File: config.mk
export PLATFORM = sky130hd
export DESIGN_NAME = rx_miss_cnt
export DESIGN_NICKNAME = d
export VERILOG_FILES = /design/src/rtl/rx_miss_pkg.sv /design/src/rtl/rx_miss_rst_sync.sv /design/src/rtl/rx_evt_counter.sv /design/src/rtl/rx_miss_pack.sv /design/src/rtl/rx_miss_cnt.sv
export SDC_FILE = /design/constraint.sdc
export NUM_CORES = 1
export LEC_CHECK = 0
export ABC_AREA = 0
export BUFFER_PORTS_ARGS = -buffer_cell sky130_fd_sc_hd__buf_4
export CORE_MARGIN = 8
export CORE_UTILIZATION = 48
export CTS_BUF_LIST = sky130_fd_sc_hd__clkbuf_4 sky130_fd_sc_hd__clkbuf_8 sky130_fd_sc_hd__clkbuf_16
export CTS_CLUSTER_SIZE = 30
export DETAILED_ROUTE_END_ITERATION = 7
export GPL_ROUTABILITY_DRIVEN = 0
export MAX_ROUTING_LAYER = met4
export PLACE_DENSITY_LB_ADDON = 0.12
export RECOVER_POWER = 50
export SLEW_MARGIN = 15
export SYNTH_ARGS = -nofsm -noshare
export SYNTH_HDL_FRONTEND = slang
export SYNTH_SLANG_ARGS = --single-unit
File: constraint.sdc
create_clock -name clk -period 0.9 [get_ports clk]
set_input_delay 0.135 -clock clk [delete_from_list [all_inputs] [get_ports clk]]
set_output_delay 0.135 -clock clk [all_outputs]
set_load 0.01 [all_outputs]
File: src/rtl/rx_miss_pkg.sv
package rx_miss_pkg;

  typedef enum logic {
    CNT_WRAP     = 1'b0,
    CNT_SATURATE = 1'b1
  } ovf_mode_e;

  localparam int unsigned STATUS_W = 32;

  // Bits used by the packed layout: count, flag, count, flag.
  function automatic int unsigned used_bits(input int unsigned a_w, input int unsigned b_w);
    return a_w + 1 + b_w + 1;
  endfunction

endpackage

File: src/rtl/rx_miss_rst_sync.sv
module rx_miss_rst_sync #(
  parameter int unsigned STAGES = 2
) (
  input  logic clk,
  input  logic rst_n,
  output logic rst_sync_n
);

  logic [STAGES-1:0] sync_q;

  always_ff @(posedge clk or negedge rst_n) begin
    if (!rst_n) begin
      sync_q <= '0;
    end else begin
      sync_q <= {sync_q[STAGES-2:0], 1'b1};
    end
  end

  assign rst_sync_n = sync_q[STAGES-1];

endmodule

File: src/rtl/rx_evt_counter.sv
module rx_evt_counter
  import rx_miss_pkg::*;
#(
  parameter int unsigned WIDTH    = 16,
  parameter ovf_mode_e   OVF_MODE = CNT_WRAP
) (
  input  logic             clk,
  input  logic             rst_n,
  input  logic             evt_i,
  input  logic             clr_i,
  output logic [WIDTH-1:0] cnt_o,
  output logic             ovf_o
);

  localparam logic [WIDTH-1:0] CNT_MAX = {WIDTH{1'b1}};
  localparam logic [WIDTH-1:0] CNT_ONE = {{(WIDTH-1){1'b0}}, 1'b1};

  logic [WIDTH-1:0] cnt_q, cnt_d, cnt_full_nxt;
  logic             ovf_q, ovf_d;
  logic             cnt_en;
  logic             at_max;

  assign at_max = (cnt_q == CNT_MAX);

  // Value taken by a full counter on a further event.
  generate
    if (OVF_MODE == CNT_SATURATE) begin : g_sat
      assign cnt_full_nxt = CNT_MAX;
    end else begin : g_wrap
      assign cnt_full_nxt = '0;
    end
  endgenerate

  assign cnt_en = clr_i | evt_i;

  always_comb begin
    cnt_d = cnt_q;
    ovf_d = ovf_q;
    if (clr_i) begin
      cnt_d = evt_i ? CNT_ONE : '0;
      ovf_d = 1'b0;
    end else if (evt_i) begin
      if (at_max) begin
        cnt_d = cnt_full_nxt;
        ovf_d = 1'b1;
      end else begin
        cnt_d = cnt_q + CNT_ONE;
      end
    end
  end

  always_ff @(posedge clk or negedge rst_n) begin
    if (!rst_n) begin
      cnt_q <= '0;
      ovf_q <= 1'b0;
    end else if (cnt_en) begin
      cnt_q <= cnt_d;
      ovf_q <= ovf_d;
    end
  end

  assign cnt_o = cnt_q;
  assign ovf_o = ovf_q;

endmodule

File: src/rtl/rx_miss_pack.sv
module rx_miss_pack
  import rx_miss_pkg::*;
#(
  parameter int unsigned MISS_W = 16,
  parameter int unsigned FOVF_W = 11
) (
  input  logic [MISS_W-1:0]   miss_cnt_i,
  input  logic                miss_ovf_i,
  input  logic [FOVF_W-1:0]   fovf_cnt_i,
  input  logic                fovf_ovf_i,
  output logic [STATUS_W-1:0] word_o
);

  localparam int unsigned MISS_FLAG = MISS_W;
  localparam int unsigned FOVF_LSB  = MISS_W + 1;
  localparam int unsigned FOVF_FLAG = FOVF_LSB + FOVF_W;

  generate
    if (used_bits(MISS_W, FOVF_W) > STATUS_W) begin : g_bad_layout
      initial $error("rx_miss_pack: fields do not fit the status word");
    end
  endgenerate

  always_comb begin
    word_o                           = '0;
    word_o[MISS_W-1:0]               = miss_cnt_i;
    word_o[MISS_FLAG]                = miss_ovf_i;
    word_o[FOVF_FLAG-1:FOVF_LSB]     = fovf_cnt_i;
    word_o[FOVF_FLAG]                = fovf_ovf_i;
  end

endmodule

File: src/rtl/rx_miss_cnt.sv
module rx_miss_cnt
  import rx_miss_pkg::*;
#(
  parameter int unsigned MISS_W   = 16,
  parameter int unsigned FOVF_W   = 11,
  parameter ovf_mode_e   OVF_MODE = CNT_WRAP
) (
  input  logic        clk,
  input  logic        rst_n,
  input  logic        miss_evt_i,
  input  logic        fovf_evt_i,
  input  logic        rd_i,
  output logic [31:0] status_o
);

  logic              rst_sync_n;
  logic [MISS_W-1:0] miss_cnt;
  logic              miss_ovf;
  logic [FOVF_W-1:0] fovf_cnt;
  logic              fovf_ovf;

  rx_miss_rst_sync #(.STAGES(2)) u_rst (
    .clk        (clk),
    .rst_n      (rst_n),
    .rst_sync_n (rst_sync_n)
  );

  rx_evt_counter #(.WIDTH(MISS_W), .OVF_MODE(OVF_MODE)) u_miss (
    .clk   (clk),
    .rst_n (rst_sync_n),
    .evt_i (miss_evt_i),
    .clr_i (rd_i),
    .cnt_o (miss_cnt),
    .ovf_o (miss_ovf)
  );

  rx_evt_counter #(.WIDTH(FOVF_W), .OVF_MODE(OVF_MODE)) u_fovf (
    .clk   (clk),
    .rst_n (rst_sync_n),
    .evt_i (fovf_evt_i),
    .clr_i (rd_i),
    .cnt_o (fovf_cnt),
    .ovf_o (fovf_ovf)
  );

  rx_miss_pack #(.MISS_W(MISS_W), .FOVF_W(FOVF_W)) u_pack (
    .miss_cnt_i (miss_cnt),
    .miss_ovf_i (miss_ovf),
    .fovf_cnt_i (fovf_cnt),
    .fovf_ovf_i (fovf_ovf),
    .word_o     (status_o)
  );

endmodule

==> run metrics <==
Hold Path Class input port to register; DR pass1 iterations 4; Worst setup SP type register; I/O Buffers 33; status complete, but fails checks; Reg2Reg Setup Slack -0.68 ns; share of cells above drive strength 1 0.621; Post-Syn Area per Cell 10.1 sq um; CTS Buffer Depth 2; Finished Layout Cells 315; # diodes 0; CTS root buf clkbuf_4; final hold vios 0; WHS Path Cells 2; unrepaired setup endpoints after global routing true; crit-path max FO 7; Worst-Skew Late Latency 0.34 ns; row cnt 21; CP Cell Sequence nand4_1 > nor4_4 > buf_4 > a21o_4 > nor2_1; CP peak stage delay 0.45 ns; Chip Height 73.6 microns; register area 788 sq um; violated checks negative setup slack; DR iter-0 viols 159; CTS tree yes; Worst Setup End Kind register; Via density 5.60; commonest non-fill, non-tap cell in the layout buf_6; Netlist cell types 35; clk_skew 0.0147 ns; fin crit period 1.58 ns; number of synthesized register bits 31; fmax 631 MHz; area grow syn2layout 82.6%; post-route setup slack -0.684 ns; Worst R2R Start u_miss.cnt_o[12]; vias around 1,800; Peak VDD IR 0.000730 V; Core Box Area 0.00326 sq mm; vias in the first global route roughly 1,600; WL/cell 19.8 microns; number of max-cap violations 0; die area about 0.0054 sq mm; CTS Sinks 31; RR Endpoint u_miss.cnt_o[8]; total grt overflow 0; Multi-input gate area 946 sq um; WHS Endpoint u_miss.cnt_o[1]; H-tree levels 2; first-pass GRT wire length 7.61 mm; crit path DAT 1.81 ns; final core utilization 0.893; Main synth FF type dfrtp_1; reg2reg path depth 5; largest net degree at the start of global routing 30; critical path class register to register; Overall Power roughly 2.8 mW; Cells after DPL 275; I/O Pins 37; sequential-to-total area share from yosys stat 0.487; initial antenna violation count 0; Die Wd between 70 and 80 microns; FILL cells 148; Synth Cell Area 0.00159 sq mm; clock transition time at the flip-flop clock pins of the worst setup and hold paths 0.11 ns; Post-DP HPWL 3.04 mm; Post-Syn Instances about 160; final setup TNS -23.66 ns; commonest non-fill, non-tap cells in the layout buf_6, buf_4, dfrtp_1; fin nets approximately 280; gr usage total 0.190; Initial Utilization 0.489; final cycle utilization of the critical path 1.76; final setup vio count 58; remaining antenna violation count after routing 0; yosys warns 0; leakage power 1.32 nW; max-slew violations 0; Worst Hold Launch rd_i; Crit path required time 1.13 ns; Remaining DRCs 0; Post-synth EDFFs 0; pre-CTS WS -0.597 ns; Num CTS Buffers 5; fraction of registers with async set/reset 1.00; Setup crit start u_miss.cnt_o[12]; Power per Cell Area approximately 950 mW/mm^2; Crit-path slowest cell dfrtp_1; drt total wl 6.24 mm
## routing by layer
| layer | wire length, microns | vias to the layer above | track usage |
|---|---|---|---|
| met2 | 3240 | 84 | 0.310 |
| met4 | 334 | 0 | 0.0687 |
| li1 | - | 766 | - |
| met5 | 0 | - | - |
| met3 | 277 | 34 | 0.0546 |
| met1 | 2390 | 880 | 0.217 |
## flip-flops by register name, summed over array words and instances (netlist names)
name          flops
u_fovf.cnt_o     11
u_fovf.ovf_o      1
u_miss.cnt_o     16
u_rst.sync_q      2
u_miss.ovf_o      1
## critical path: cells and delay by family (launching register included)
family,cells,cell delay (ns)
simple gates,3,0.61
flops,1,0.45
buf+inv,1,0.20
compound gates,1,0.20
## stage by stage
| step | cell area [sq um] | hold WS, ns |
|---|---|---|
| after floorplan | 1620 | -0.161 |
| after global placement | 2220 | -0.0824 |
| after detailed placement | 2220 | -0.0807 |
| after CTS | 2650 | 0.0535 |
| after global routing | 2910 | 0.0407 |
| final | 2910 | 0.0543 |
## kinds of logic (layout without fill, tap and decap cells)
group,Yosys count,after routing,share of synthesized area
XOR/XNOR,20,20,0.110
flip-flops,31,31,0.487
AND/OR/NAND/NOR,68,68,0.233
AO/OA/AOI/OAI,22,23,0.101
other,2,4,0.00472
buffers and inverters,13,121,0.0487
adder cells (fa/ha/maj),2,2,0.0157
## area by class of cell
class | instances | area share
Multi-Input combinational cell | 117 | 0.325
Clock buffer | 6 | 0.0176
Clock inverter | 1 | 0.00172
Inverter | 3 | 0.00387
Sequential cell | 31 | 0.271
Tap cell | 46 | 0.0198
Timing Repair Buffer | 111 | 0.361
## where the power goes
group | total [mW] | internal, mW | switching (mW)
sequential | 1.45 | 1.42 | 0.0343
clock | 0.878 | 0.362 | 0.516
combinational | 0.430 | 0.220 | 0.211
## cells in the mapped netlist, types with 3 or more instances
| master | instances | area [sq um] |
|---|---|---|
| a21oi_1 | 6 | 30.0 |
| buf_4 | 5 | 37.5 |
| dfrtp_1 | 31 | 776 |
| inv_1 | 3 | 11.3 |
| nand2_1 | 7 | 26.3 |
| nand4_1 | 10 | 62.6 |
| nor2_1 | 28 | 105 |
| nor3_1 | 8 | 40.0 |
| xnor2_1 | 15 | 131 |
| xor2_1 | 5 | 43.8 |
## worst max path at each step
| stage | endpoint | slack (ns) | depth (start not counted) |
|---|---|---|---|
| floorplan | u_miss.cnt_o[6] | -0.55 | 6 |
| global placement | u_miss.cnt_o[4] | -0.50 | 4 |
| detailed placement | u_miss.cnt_o[6] | -0.60 | 4 |
| CTS | u_miss.cnt_o[14] | -0.56 | 5 |
| global route | u_miss.cnt_o[8] | -0.75 | 5 |
| finish | u_miss.cnt_o[8] | -0.68 | 5 |
## timing repair
item,CTS,global route
resized for setup,61,47
pin swaps,19,13
hold buffers,1,0
hold endpoints to repair,2,0
buffers inserted,15,22
gates cloned,1,0
setup endpoints to repair,58,58
No activity file was read; power rests on OpenSTA's default activity.
